### src/rtl/pfg_pkg.sv
package pfg_pkg;

  localparam int PRE_BYTES   = 8;   // seven 0x55 bytes plus the 0xD5 delimiter
  localparam int BODY_BYTES  = 60;  // minimum frame body without FCS
  localparam int FCS_BYTES   = 4;
  localparam int FRAME_BYTES = PRE_BYTES + BODY_BYTES + FCS_BYTES;
  localparam int IDX_W       = $clog2(FRAME_BYTES);
  localparam logic [31:0] CRC_POLY_REFL = 32'hEDB8_8320;

  typedef enum logic [1:0] {SQ_IDLE, SQ_SEND, SQ_GAP} sq_state_t;

  // One byte of a reflected CRC-32, least significant bit first.
  function automatic logic [31:0] crc32_step(input logic [31:0] c, input logic [7:0] d);
    logic [31:0] r;
    r = c ^ {24'h0, d};
    for (int i = 0; i < 8; i++)
      r = r[0] ? ((r >> 1) ^ CRC_POLY_REFL) : (r >> 1);
    return r;
  endfunction

  // Byte at a given offset of the 60-byte body.
  function automatic logic [7:0] body_byte(input logic [5:0] off, input logic [47:0] sa,
                                           input logic [15:0] q);
    case (off)
      6'd0:  return 8'h01;
      6'd1:  return 8'h80;
      6'd2:  return 8'hC2;
      6'd3:  return 8'h00;
      6'd4:  return 8'h00;
      6'd5:  return 8'h01;
      6'd6:  return sa[47:40];
      6'd7:  return sa[39:32];
      6'd8:  return sa[31:24];
      6'd9:  return sa[23:16];
      6'd10: return sa[15:8];
      6'd11: return sa[7:0];
      6'd12: return 8'h88;
      6'd13: return 8'h08;
      6'd14: return 8'h00;
      6'd15: return 8'h01;
      6'd16: return q[15:8];
      6'd17: return q[7:0];
      default: return 8'h00;
    endcase
  endfunction

  // Byte on the wire at frame position idx; crc is the running remainder.
  function automatic logic [7:0] wire_byte(input logic [IDX_W-1:0] idx, input logic [47:0] sa,
                                           input logic [15:0] q, input logic [31:0] crc);
    logic [IDX_W-1:0] off;
    logic [31:0]      fcs;
    fcs = ~crc;
    if (idx < IDX_W'(PRE_BYTES - 1)) begin
      return 8'h55;
    end else if (idx == IDX_W'(PRE_BYTES - 1)) begin
      return 8'hD5;
    end else if (idx < IDX_W'(PRE_BYTES + BODY_BYTES)) begin
      off = idx - IDX_W'(PRE_BYTES);
      return body_byte(off[5:0], sa, q);
    end else begin
      off = idx - IDX_W'(PRE_BYTES + BODY_BYTES);
      return fcs[{off[1:0], 3'b000} +: 8];
    end
  endfunction

endpackage

### src/rtl/pfg_crc32.sv
module pfg_crc32 (
  input  logic        clk,
  input  logic        rst_n,
  input  logic        init,
  input  logic        en,
  input  logic [7:0]  data,
  output logic [31:0] crc
);
  import pfg_pkg::*;

  always_ff @(posedge clk) begin
    if (!rst_n || init) crc <= 32'hFFFF_FFFF;
    else if (en)        crc <= crc32_step(crc, data);
  end

endmodule

### src/rtl/pfg_trigger.sv
module pfg_trigger #(
  parameter int LEVEL_W = 10
) (
  input  logic               clk,
  input  logic               rst_n,
  input  logic               fc_enable,
  input  logic [LEVEL_W-1:0] fifo_level,
  input  logic [LEVEL_W-1:0] fifo_threshold,
  input  logic               xoff_reg_req,
  input  logic               xon_reg_req,
  input  logic               xoff_pin_req,
  input  logic               xon_pin_req,
  input  logic               thr_clear,
  output logic               thr_event,
  output logic               want_xoff,
  output logic               want_xon
);
  logic at_thr, armed, thr_pend, xoff_any, xon_any;

  assign at_thr    = fifo_level >= fifo_threshold;
  assign thr_event = fc_enable && armed && at_thr;
  assign xoff_any  = xoff_reg_req || xoff_pin_req;
  assign xon_any   = xon_reg_req  || xon_pin_req;
  assign want_xoff = fc_enable && (xoff_any || thr_pend);
  assign want_xon  = fc_enable && xon_any && !(xoff_any || thr_pend);

  // armed follows the level: a crossing consumes it whether enabled or not
  always_ff @(posedge clk) begin
    if (!rst_n) begin
      armed    <= 1'b1;
      thr_pend <= 1'b0;
    end else begin
      armed <= !at_thr;
      if (!fc_enable)     thr_pend <= 1'b0;
      else if (thr_event) thr_pend <= 1'b1;
      else if (thr_clear) thr_pend <= 1'b0;
    end
  end

endmodule

### src/rtl/pfg_sequencer.sv
module pfg_sequencer #(
  parameter int IFG_CYCLES = 12
) (
  input  logic        clk,
  input  logic        rst_n,
  input  logic        want_xoff,
  input  logic        want_xon,
  input  logic        tx_grant,
  input  logic [47:0] src_mac,
  input  logic [15:0] pause_quanta,
  input  logic [31:0] crc,
  output logic        tx_req,
  output logic        tx_en,
  output logic [7:0]  txd,
  output logic        frame_start,
  output logic        frame_last,
  output logic        body_valid,
  output logic        kind_xoff
);
  import pfg_pkg::*;

  localparam int GAP_W = $clog2(IFG_CYCLES + 1);

  sq_state_t        state;
  logic [IDX_W-1:0] idx;
  logic [GAP_W-1:0] gap_cnt;
  logic [15:0]      q_lat;
  logic [47:0]      sa_lat;

  assign tx_req      = (state == SQ_IDLE) && (want_xoff || want_xon);
  assign frame_start = tx_req && tx_grant;
  assign tx_en       = (state == SQ_SEND);
  assign frame_last  = tx_en && (idx == IDX_W'(FRAME_BYTES - 1));
  assign body_valid  = tx_en && (idx >= IDX_W'(PRE_BYTES)) &&
                       (idx < IDX_W'(PRE_BYTES + BODY_BYTES));
  assign txd         = tx_en ? wire_byte(idx, sa_lat, q_lat, crc) : 8'h00;

  always_ff @(posedge clk) begin
    if (!rst_n) begin
      state     <= SQ_IDLE;
      idx       <= '0;
      gap_cnt   <= '0;
      kind_xoff <= 1'b0;
      q_lat     <= '0;
      sa_lat    <= '0;
    end else begin
      case (state)
        SQ_IDLE: if (frame_start) begin
          state     <= SQ_SEND;
          idx       <= '0;
          kind_xoff <= want_xoff;
          q_lat     <= want_xoff ? pause_quanta : 16'h0000;
          sa_lat    <= src_mac;
        end
        SQ_SEND: if (frame_last) begin
          state   <= SQ_GAP;
          gap_cnt <= '0;
        end else begin
          idx <= idx + 1'b1;
        end
        SQ_GAP: if (gap_cnt == GAP_W'(IFG_CYCLES - 1)) begin
          state <= SQ_IDLE;
        end else begin
          gap_cnt <= gap_cnt + 1'b1;
        end
        default: state <= SQ_IDLE;
      endcase
    end
  end

endmodule

### src/rtl/pause_frame_gen.sv
module pause_frame_gen #(
  parameter int LEVEL_W    = 10,
  parameter int IFG_CYCLES = 12
) (
  input  logic               clk,
  input  logic               rst_n,
  input  logic               fc_enable,
  input  logic [LEVEL_W-1:0] fifo_level,
  input  logic [LEVEL_W-1:0] fifo_threshold,
  input  logic               xoff_reg_req,
  input  logic               xon_reg_req,
  input  logic               xoff_pin_req,
  input  logic               xon_pin_req,
  input  logic [15:0]        pause_quanta,
  input  logic [47:0]        src_mac,
  input  logic               tx_grant,
  output logic               tx_req,
  output logic               tx_en,
  output logic [7:0]         txd
);
  // internal events, named for the checker
  logic        want_xoff, want_xon, thr_event, thr_clear;
  logic        frame_start, frame_last, body_valid, kind_xoff;
  logic [31:0] crc;

  assign thr_clear = frame_start && want_xoff;

  pfg_trigger #(.LEVEL_W(LEVEL_W)) u_trig (
    .clk(clk), .rst_n(rst_n), .fc_enable(fc_enable),
    .fifo_level(fifo_level), .fifo_threshold(fifo_threshold),
    .xoff_reg_req(xoff_reg_req), .xon_reg_req(xon_reg_req),
    .xoff_pin_req(xoff_pin_req), .xon_pin_req(xon_pin_req),
    .thr_clear(thr_clear), .thr_event(thr_event),
    .want_xoff(want_xoff), .want_xon(want_xon)
  );

  pfg_sequencer #(.IFG_CYCLES(IFG_CYCLES)) u_seq (
    .clk(clk), .rst_n(rst_n), .want_xoff(want_xoff), .want_xon(want_xon),
    .tx_grant(tx_grant), .src_mac(src_mac), .pause_quanta(pause_quanta),
    .crc(crc), .tx_req(tx_req), .tx_en(tx_en), .txd(txd),
    .frame_start(frame_start), .frame_last(frame_last),
    .body_valid(body_valid), .kind_xoff(kind_xoff)
  );

  pfg_crc32 u_crc (
    .clk(clk), .rst_n(rst_n), .init(frame_start), .en(body_valid),
    .data(txd), .crc(crc)
  );

endmodule

### config.mk
export PLATFORM = sky130hd
export DESIGN_NAME = pause_frame_gen
export DESIGN_NICKNAME = d
export VERILOG_FILES = /design/src/rtl/pfg_pkg.sv /design/src/rtl/pfg_crc32.sv /design/src/rtl/pfg_trigger.sv /design/src/rtl/pfg_sequencer.sv /design/src/rtl/pause_frame_gen.sv
export SDC_FILE = /design/constraint.sdc
export NUM_CORES = 1
export LEC_CHECK = 0
export ABC_CLOCK_PERIOD_IN_PS = 4300
export BUFFER_PORTS_ARGS = -buffer_cell sky130_fd_sc_hd__buf_2
export CORE_ASPECT_RATIO = 1.5
export CORE_UTILIZATION = 40
export DETAILED_ROUTE_END_ITERATION = 8
export PLACE_DENSITY = 0.71
export SKIP_CTS_REPAIR_TIMING = 1
export SLEW_MARGIN = 5
export SYNTH_ARGS = -nofsm -noshare
export SYNTH_HDL_FRONTEND = slang
export SYNTH_SLANG_ARGS = --single-unit
### constraint.sdc
create_clock -name clk -period 4.3 [get_ports clk]
set_input_delay 0.43 -clock clk [delete_from_list [all_inputs] [get_ports clk]]
set_output_delay 0.43 -clock clk [all_outputs]
set_load 0.01 [all_outputs]
==> results.md, run 1 <==
- Psw: 0.641 mW
- Initial antenna violation count: 0
- Vias/cell: 5.42
- Kind of end point of the critical path: register
- Routed vias: 5,383
- Setup_tns: 0 ns
- Worst vdd ir: 0.167 mV
- Crit-path leading delay family: XOR/XNOR gates
- Worst-margin pin slew: 0.834 ns
- Mapped Nets: 817
- DRT Pass-1 Iters: 9
- Dpl ws: 0.345 ns
- Fmax: 0.248 GHz
- Clk pin slew, worst setup/hold paths: 0.08 ns
- FILL cells: 1,482
- Async SR Flop Fraction: 0%
- Clock power share: 36.2%
- RSZ-0062 raised after global routing: false
- IO Pins: 102
- Die Area: 16,300 um2
- Diodes inserted: 0
- Power per standard cell area: 313 nW/um2
- Avg WL per Cell: 16.9 um
- Int Power: 1.63 mW
- Cell count after synthesis: 705
- Setup ws final: 0.267 ns
- DIE WIDTH: 105 um
- Crit path kind: register to register
- Clk_lat worst skew: 0.36 ns
- Hold path start: pause_quanta[5]
- Largest stage delay, worst path: 0.74 ns
- Crit-path cells: inv_1, ha_1, xnor2_2, and4_1, a2111oi_2, a21o_1, o311ai_2, xor2_2, xor2_1, xor3_1, o211ai_1
- Placer Congestion: 0.883
- Slew margin rel.: 44.3%
- Pin count of the biggest net entering global routing: 66
- Synthesized area per cell: 8.98 um2
- Sw frac: 28.2%
- Share of layout cells above drive strength 1: 20.2%
- Sequential power share: 47.8%
- Min cycle time layout: 4.03 ns
- Core footprint: 15,600 um2
- Syn Std Cell Area: 6330 um2
- Clock Skew: 0.0115 ns
- Drc violations: 0
- CP required: 4.57 ns
- Drt total wl: 16,800 um
- CP Buf/Inv Count: 1
- Register area: 2220 um2
- Hold Crit Class: input pin to register
- Post-DP HPWL: 13,000 um
- Die Span Y: 156 um
- Status: completed
- Slowest cell on crit path: o311ai_2
- H-Tree Depth: 3
- Synth cell types: 68
- CP arrival: 4.31 ns
- Crit path from: u_seq.idx[4]
- Fin. max-slew vios: 0
- Total GRT Usage: 20.8%
- Post-synthesis sequential area ratio: 35.1%
- Seq cells post-synth: 111
- Nets: 898
- Row cnt: 56
- Ys flop type: dfxtp_1
- CTS tree: yes
- Warnings, synthesis: 0
- Static leakage: 2.92 nW
- Vias in the first global route: 5,166
- Starting Density: 40.7%
- Max FO, Critical Path: 9
- Number of flops mapped to enable cells by yosys: 0
- First-pass GRT wire length: 26,400 um
- Multi-input logic area: 3810 um2
- Clk root buf: clkbuf_16
- Sink Count: 111
- Crit start category: register
- Max-cap violations: 0
- Setup violators final: 0
- Grt total ovfl: 0
- PortBufs: 101
- First DRT Iteration DRCs: 404
- Detail Route Antenna Nets: 0
- Clock buffer count from CTS: 9
- Layout area overhead: 14.9%
- Final Hold Vio Count: 0
- CTS Buffer Depth: 2
- Comb pwr share: 15.9%
- Final period util: 93.8%
- R2r startpoint: u_seq.idx[4]
power groups by stage:
stage               combinational [mW]  clock, mW  sequential, mW
finish                           0.362      0.824            1.09
global route                     0.405      0.876            1.09
CTS                              0.366      0.840            1.09
detailed placement               0.364          0            1.11
global placement                 0.358          0            1.11
floorplan                        0.254          0            1.10
metrics by stage:
step | power, mW | hold WS [ns] | std cells | area (um2) | utilization, %
2_1_floorplan | 1.35 | 0.439 | 705 | 6330 | -
6_report | 2.27 | 0.277 | 994 | 7270 | 46.8
3_3_place_gp | 1.47 | 0.456 | 978 | 6980 | 44.9
4_1_cts | 2.29 | 0.274 | 994 | 7270 | 46.8
5_1_grt | 2.37 | 0.275 | 994 | 7270 | 46.8
3_5_place_dp | 1.48 | 0.462 | 978 | 6980 | 44.9
placed cells by master (no fill, tap or decap), types with 13 or more instances in the layout:
cell type    n
buf_4       14
nand2_1    142
o21ai_0     18
xnor2_1     31
and2_1      13
nor2_1      13
dfxtp_1    111
buf_2      101
a21boi_0    49
a22oi_1     16
a22o_1      17
xor2_1      27
o211ai_1    22
a21oi_1     18
ha_1        20
inv_1       23
worst register-to-register path: stages (launching register included):
cell and delay, ns:
dfxtp_1 0.48, inv_1 0.08, ha_1 0.28, xnor2_2 0.33, and4_1 0.49, a2111oi_2 0.09
a21o_1 0.31, o311ai_2 0.74, xor2_2 0.32, xor2_1 0.31, xor3_1 0.37, o211ai_1 0.15
cell families (layout without fill, tap and decap cells):
logic type / after synthesis / after routing / synth area share (%)
flops: 111 / 111 / 35.1
buf+inv: 68 / 154 / 4.76
simple gates: 229 / 229 / 17.5
fa+ha+maj: 20 / 20 / 3.95
compound gates: 196 / 196 / 23.5
mux: 11 / 11 / 3.32
xor+xnor: 70 / 70 / 11.9
per-layer routing:
metal	share of wire (%)	up-vias	wire length (um)	GRT usage, %
met1	38	2479	6420	22.7
met2	53	193	8920	39.3
li1	-	2667	-	-
met5	0	-	0	0
met3	5.3	44	898	2.55
met4	3.6	0	612	10.1
registers in the layout, summed over array words and instances, names as in the netlist:
register         cells
u_seq.gap_cnt        4
u_seq.state          2
u_seq.sa_lat        48
u_seq.idx            7
u_seq.q_lat         16
u_trig.thr_pend      1
u_crc.crc           32
u_trig.armed         1
synthesized netlist by cell type, drive strengths merged, types with 2 or more instances:
| cell | number | share of area, % |
|---|---|---|
| o211a | 2 | 0.32 |
| xnor3 | 2 | 0.71 |
| a22o | 17 | 2.4 |
| a21boi | 49 | 5.8 |
| o21ai | 24 | 1.9 |
| nand3 | 8 | 0.63 |
| mux4 | 8 | 2.8 |
| xor3 | 2 | 0.77 |
| clkbuf | 34 | 2.0 |
| ha | 20 | 4.0 |
| a21oi | 20 | 1.7 |
| o311a | 3 | 0.47 |
| xor2 | 29 | 4.2 |
| nor3 | 3 | 0.49 |
| mux2i | 3 | 0.47 |
| o211ai | 22 | 2.6 |
| a221oi | 3 | 0.69 |
| o21a | 6 | 0.71 |
| o2111a | 2 | 0.36 |
| nor2b | 6 | 0.59 |
| and2 | 13 | 1.3 |
| nor2 | 13 | 0.77 |
| and3 | 8 | 0.79 |
| nor4 | 5 | 0.97 |
| inv | 23 | 1.4 |
| nand2b | 8 | 0.79 |
| dfxtp | 111 | 35 |
| o22a | 3 | 0.42 |
| nand4 | 6 | 0.59 |
| a2111oi | 2 | 0.38 |
| and4 | 6 | 0.83 |
| buf | 11 | 1.4 |
| or3 | 3 | 0.30 |
| xnor2 | 37 | 6.2 |
| nand2 | 143 | 8.5 |
| nand3b | 2 | 0.24 |
| a21o | 9 | 1.1 |
| o32a | 2 | 0.32 |
| a222oi | 7 | 1.1 |
| a22oi | 16 | 1.9 |
area by class of cell:
class / count / share of cell area, %
sequential: 111 / 30.5
timing repair buffer: 115 / 8.39
tap: 203 / 3.49
inverter: 23 / 1.19
clock buffer: 10 / 3.15
clock inverter: 6 / 0.877
multi-input combinational: 526 / 52.4
final timing paths:
kind | endpoint | slack, ns | depth (start not counted)
setup / recovery | u_crc.crc[18] | 0.27 | 11
hold / removal | u_seq.q_lat[5] | 0.28 | 2
setup reg to reg | u_crc.crc[18] | 0.27 | 11
hold reg to reg | u_seq.sa_lat[41] | 0.47 | 2
No activity file was read; power rests on OpenSTA's default activity.
==> run 2, diff against run 1 <==
CELL_PAD_IN_SITES_DETAIL_PLACEMENT = 0   (was not set)
CELL_PAD_IN_SITES_GLOBAL_PLACEMENT = 1   (was not set)
PLACE_DENSITY = 0.86   (was 0.71)
==> run 2 against run 1 <==
Net effect: utilization increased by 0.096 points; cell count increased by 0.20%; critical path depth unchanged; clock-buffer cell count unchanged; first-iteration DRC count decreased by 27%; clock skew increased by 0.0016 ns; flip-flop and latch count unchanged; global-route usage increased by 0.19 points; wire length decreased by 1.3%; total power about the same; register-to-register slack improved by 0.07 ns; non-clock buffer count increased by 2.
==> results.md, run 2 (same netlist as run 1, synthesis figures left out) <==
- Status: completed (unchanged)
- Routed vias: 5,295 (was 5,383)
- FILL cells: 1,538 (was 1,482)
- Setup_tns: 0 ns (unchanged)
- CTS tree: yes (unchanged)
- Worst vdd ir: 0.154 mV (was 0.167 mV)
- Sink Count: 111 (unchanged)
- Fmax: 0.252 GHz (was 0.248 GHz)
- Core footprint: 15,600 um2 (unchanged)
- Avg WL per Cell: 16.7 um (was 16.9 um)
- Power per standard cell area: 312 nW/um2 (was 313 nW/um2)
- Final period util: 92.1% (was 93.8%)
- Largest registers: u_seq.sa_lat x48, u_crc.crc x32, u_seq.q_lat x16 (unchanged)
- Diodes inserted: 0 (unchanged)
- R2r startpoint: u_seq.idx[4] (unchanged)
- H-Tree Depth: 3 (unchanged)
- Row cnt: 56 (unchanged)
- Clock buffer count from CTS: 9 (unchanged)
- Starting Density: 40.7% (unchanged)
- Post-DP HPWL: 12,800 um (was 13,000 um)
- Layout area overhead: 15.2% (was 14.9%)
- Setup ws final: 0.340 ns (was 0.267 ns)
- CP arrival: 4.24 ns (was 4.31 ns)
- Max FFs per register: 48 (unchanged)
- Grt total ovfl: 0 (unchanged)
- PortBufs: 101 (unchanged)
- Sw frac: 28.2% (about the same)
- Drt total wl: 16,600 um (was 16,800 um)
- Min cycle time layout: 3.96 ns (was 4.03 ns)
- Clk_lat worst skew: 0.36 ns (about the same)
- Crit path kind: register to register (unchanged)
- Detail Route Antenna Nets: 0 (unchanged)
- Clock power share: 36.4% (was 36.2%)
- Kind of end point of the critical path: register (unchanged)
- Most flops, register: u_seq.sa_lat (unchanged)
- Crit path from: u_seq.idx[4] (unchanged)
- IO Pins: 102 (unchanged)
- Comb pwr share: 15.8% (was 15.9%)
- CTS Buffer Depth: 2 (unchanged)
- PnR Total Power: 2.27 mW (about the same)
- Dpl ws: 0.337 ns (was 0.345 ns)
- First-pass GRT wire length: 26,600 um (was 26,400 um)
- Nets: 900 (was 898)
- Die Span Y: 156 um (unchanged)
- RSZ-0062 raised after global routing: false (unchanged)
- Int Power: 1.63 mW (about the same)
- Slew margin rel.: 40.1% (was 44.3%)
- Final Hold Vio Count: 0 (unchanged)
- Worst reg-to-reg path cell count: 11 (unchanged)
- First DRT Iteration DRCs: 295 (was 404)
- DIE WIDTH: 105 um (unchanged)
- Die Area: 16,300 um2 (unchanged)
- Clk root buf: clkbuf_16 (unchanged)
- Placer Congestion: 0.924 (was 0.883)
- Vias/cell: 5.32 (was 5.42)
- Crit start category: register (unchanged)
- Hold Crit Class: input pin to register (unchanged)
- Commonest non-fill, non-tap cell in the layout: nand2_1 (unchanged)
- Static leakage: 2.93 nW (was 2.92 nW)
- Max FO, Critical Path: 9 (unchanged)
- Initial antenna violation count: 0 (unchanged)
- Hold path depth: 2 (unchanged)
- Setup violators final: 0 (unchanged)
- Sequential power share: 47.8% (about the same)
- Commonest non-fill, non-tap cells in the layout: 142 x nand2_1, 111 x dfxtp_1, 101 x buf_2, 49 x a21boi_0, 31 x xnor2_1 (unchanged)
- Hold path start: pause_quanta[4] (was pause_quanta[5])
- Drc violations: 0 (unchanged)
- DRT Pass-1 Iters: 6 (was 9)
- Total GRT Usage: 21.0% (was 20.8%)
- Vias in the first global route: 5,168 (was 5,166)
- Worst-margin pin slew: 0.897 ns (was 0.834 ns)
- Psw: 0.640 mW (was 0.641 mW)
- Clk pin slew, worst setup/hold paths: 0.08 ns (about the same)
- Fin. max-slew vios: 0 (unchanged)
- Max-cap violations: 0 (unchanged)
- Clock Skew: 0.0131 ns (was 0.0115 ns)
- Share of layout cells above drive strength 1: 20.4% (was 20.2%)
- CP required: 4.57 ns (about the same)
- Pin count of the biggest net entering global routing: 65 (was 66)
run 2: cell count changes in the layout (fill, tap and decap cells not counted), sizes merged:
cell / delta
buf: +2
run 2: worst paths after layout:
check	end	slack, ns
worst max-delay path	u_crc.crc[18]	0.34
worst min-delay path	u_seq.q_lat[4]	0.27
worst max register to register	u_crc.crc[18]	0.34
worst min register to register	u_seq.sa_lat[39]	0.47
run 2: worst max-delay path, stage by stage, from the launching register on:
cell and delay [ns]:
dfxtp_1 0.48, inv_1 0.08, ha_1 0.27, xnor2_2 0.31, and4_1 0.48, a2111oi_2 0.09, a21o_1 0.31, o311ai_2 0.72
xor2_2 0.35, xor2_1 0.28, xor3_1 0.35, o211ai_1 0.16
run 2: cell type report:
type / instances / area, um2 / area share [%]
well taps: 203 / 254 / 3.48
inverters: 23 / 86.3 / 1.18
flip-flops and latches: 111 / 2220 / 30.5
clock buffers: 10 / 229 / 3.14
repair buffers: 117 / 626 / 8.58
multi-input cells: 526 / 3810 / 52.2
clock inverters: 6 / 63.8 / 0.875
run 2: power groups by stage:
stage / clock, mW / combinational [mW] / sequential [mW]
detailed placement: 0 / 0.360 / 1.11
CTS: 0.846 / 0.363 / 1.09
floorplan: 0 / 0.254 / 1.10
global route: 0.885 / 0.401 / 1.09
finish: 0.827 / 0.359 / 1.09
global placement: 0 / 0.357 / 1.11
run 2: stage by stage:
step           area [um2]  util, %  cells  hold WS, ns
2_1_floorplan        6330        -    705        0.439
3_3_place_gp         7000     45.0    980        0.458
3_5_place_dp         7000     45.0    980        0.466
4_1_cts              7290     46.9    996        0.267
5_1_grt              7290     46.9    996        0.268
6_report             7290     46.9    996        0.271
run 2: per-layer routing:
layer	global-route usage (%)	share of wire, %
met5	0	0
met4	8.32	2.3
met3	3.68	4.7
met2	39.4	53
met1	23.2	40
==> run 3, diff against run 2 <==
CORE_UTILIZATION = 43   (was 40)
CTS_CLUSTER_DIAMETER = 50   (was not set)
PLACE_DENSITY = 0.91   (was 0.86)
==> run 3 against run 2 <==
Net effect: clock-buffer cell count decreased by 1; global-route usage rose by 2.0 points; worst hold slack improved by 0.011 ns; utilization grew 4.6 points; flip-flop and latch count stayed put; sequential share of layout area is essentially flat; cell count decreased by 1.1%.
==> results.md, run 3 (same netlist as run 1, synthesis figures left out) <==
- Status: completed (unchanged)
- Clk pin slew, worst setup/hold paths: 0.08 ns (about the same)
- R2r startpoint: u_seq.idx[4] (unchanged)
- Total GRT Usage: 22.9% (was 21.0%)
- Die Area: 15,200 um2 (was 16,300 um2)
- Worst vdd ir: 0.184 mV (was 0.154 mV)
- CTS Buffer Depth: 2 (unchanged)
- Kind of end point of the critical path: register (unchanged)
- Layout area overhead: 15.3% (was 15.2%)
- Post-DP HPWL: 12,700 um (was 12,800 um)
- Fin. max-slew vios: 0 (unchanged)
- Final period util: 90.5% (was 92.1%)
- FILL cells: 1,373 (was 1,538)
- Drc violations: 0 (unchanged)
- Drt total wl: 16,900 um (was 16,600 um)
- Commonest non-fill, non-tap cell in the layout: nand2_1 (unchanged)
- Fin Hold WS: 0.282 ns (was 0.271 ns)
- Vias/cell: 5.53 (was 5.32)
- Grt total ovfl: 0 (unchanged)
- DIE WIDTH: 101 um (was 105 um)
- First-pass GRT wire length: 26,500 um (was 26,600 um)
- CP required: 4.57 ns (about the same)
- Most flops, register: u_seq.sa_lat (unchanged)
- Multi-input logic area: 3810 um2 (unchanged)
- Placer Congestion: 0.865 (was 0.924)
- Clk_lat worst skew: 0.35 ns (was 0.36 ns)
- Slew margin rel.: 46.2% (was 40.1%)
- Starting Density: 44.6% (was 40.7%)
- CP arrival: 4.16 ns (was 4.24 ns)
- Diodes inserted: 0 (unchanged)
- Crit-path cells: inv_1, ha_1, xnor2_2, and4_1, a22oi_1, and3_1, or4_1, o2111ai_2, xor2_2, xor2_1, xor3_1, o211ai_1 (was inv_1, ha_1, xnor2_2, and4_1, a2111oi_2, a21o_1, o311ai_2, xor2_2, xor2_1, xor3_1, o211ai_1)
- Pin count of the biggest net entering global routing: 66 (was 65)
- Crit path from: u_seq.idx[4] (unchanged)
- Die Span Y: 151 um (was 156 um)
- Min cycle time layout: 3.89 ns (was 3.96 ns)
- PortBufs: 101 (unchanged)
- Commonest non-fill, non-tap cells in the layout: 142 x nand2_1, 111 x dfxtp_1, 101 x buf_2, 49 x a21boi_0, 31 x xnor2_1 (unchanged)
- Worst-margin pin slew: 0.805 ns (was 0.897 ns)
- Routed vias: 5,445 (was 5,295)
- Nets: 900 (unchanged)
- Slowest cell on crit path: or4_1 (was o311ai_2)
- Static leakage: 2.95 nW (was 2.93 nW)
- CP Buf/Inv Count: 1 (unchanged)
- Power per standard cell area: 318 nW/um2 (was 312 nW/um2)
- Final Hold Vio Count: 0 (unchanged)
- Final cell utilization of the core: 51.4% (was 46.9%)
- Row cnt: 53 (was 56)
- Detail Route Antenna Nets: 0 (unchanged)
- Avg WL per Cell: 17.1 um (was 16.7 um)
- Crit-path leading delay family: XOR/XNOR gates (unchanged)
- Largest registers: u_seq.sa_lat x48, u_crc.crc x32, u_seq.q_lat x16 (unchanged)
- H-Tree Depth: 3 (unchanged)
- CTS tree: yes (unchanged)
- Setup_tns: 0 ns (unchanged)
- Sink Count: 111 (unchanged)
- Max-cap violations: 0 (unchanged)
- Vias in the first global route: 5,129 (was 5,168)
- Setup violators final: 0 (unchanged)
- DRT Pass-1 Iters: 5 (was 6)
- Clock Skew: 0.0103 ns (was 0.0131 ns)
- Crit start category: register (unchanged)
- Hold path start: pause_quanta[1] (was pause_quanta[4])
- Max FO, Critical Path: 9 (unchanged)
- Hold Crit Class: input pin to register (unchanged)
- Largest stage delay, worst path: 0.50 ns (was 0.72 ns)
- Max FFs per register: 48 (unchanged)
- Clk root buf: clkbuf_16 (unchanged)
- First DRT Iteration DRCs: 341 (was 295)
- Initial antenna violation count: 0 (unchanged)
- Register area: 2220 um2 (unchanged)
- Crit path kind: register to register (unchanged)
- IO Pins: 102 (unchanged)
- Core footprint: 14,200 um2 (was 15,600 um2)
- Clock buffer count from CTS: 9 (unchanged)
- Fmax: 0.257 GHz (was 0.252 GHz)
- Share of layout cells above drive strength 1: 20.6% (was 20.4%)
- RSZ-0062 raised after global routing: false (unchanged)
run 3: worst register-to-register path: cells and delay by family (launching register included):
family                   cells  cell delay (ns)
flip-flops                   1             0.48
AND/OR/NAND/NOR              3             1.24
buffers and inverters        1             0.08
XOR/XNOR                     4             1.25
AO/OA/AOI/OAI                3             0.50
adder cells (fa/ha/maj)      1             0.27
run 3: report_power, final:
part / internal, mW / leakage (nW) / switching [mW]
combinational: 0.164 / 1.89 / 0.200
clock: 0.465 / 0.155 / 0.407
sequential: 1.06 / 0.902 / 0.0247
total: 1.69 / 2.95 / 0.632
run 3: final cells by class:
| type | count | area share (%) |
|---|---|---|
| Timing Repair Buffer | 117 | 8.57 |
| Sequential cell | 111 | 30.5 |
| Clock buffer | 9 | 3.09 |
| Inverter | 23 | 1.18 |
| Clock inverter | 7 | 1.22 |
| Multi-Input combinational cell | 526 | 52.2 |
| Tap cell | 192 | 3.29 |
run 3: metrics by stage:
stage | instances | setup WS (ns) | cell area [um2] | total power, mW
after detailed placement | 969 | 0.471 | 6980 | 1.47
after floorplan | 705 | 0.584 | 6330 | 1.35
after global placement | 969 | 0.594 | 6980 | 1.47
after CTS | 985 | 0.441 | 7300 | 2.34
final | 985 | 0.409 | 7300 | 2.32
after global routing | 985 | 0.154 | 7300 | 2.43
run 3: path summary, 6_finish.rpt:
check                                        end  slack (ns)  depth (start not counted)
worst max-delay path               u_crc.crc[18]        0.41                         12
worst min-delay path              u_seq.q_lat[1]        0.28                          2
worst max register to register     u_crc.crc[18]        0.41                         12
worst min register to register  u_seq.sa_lat[31]        0.47                          2
run 3: routing by layer:
layer | track usage, % | share of wire (%) | vias up
li1 | - | - | 2670
met3 | 3.67 | 4.6 | 36
met4 | 9.71 | 3.1 | 0
met5 | 0 | 0 | -
met2 | 41.8 | 52 | 172
met1 | 26.1 | 41 | 2567
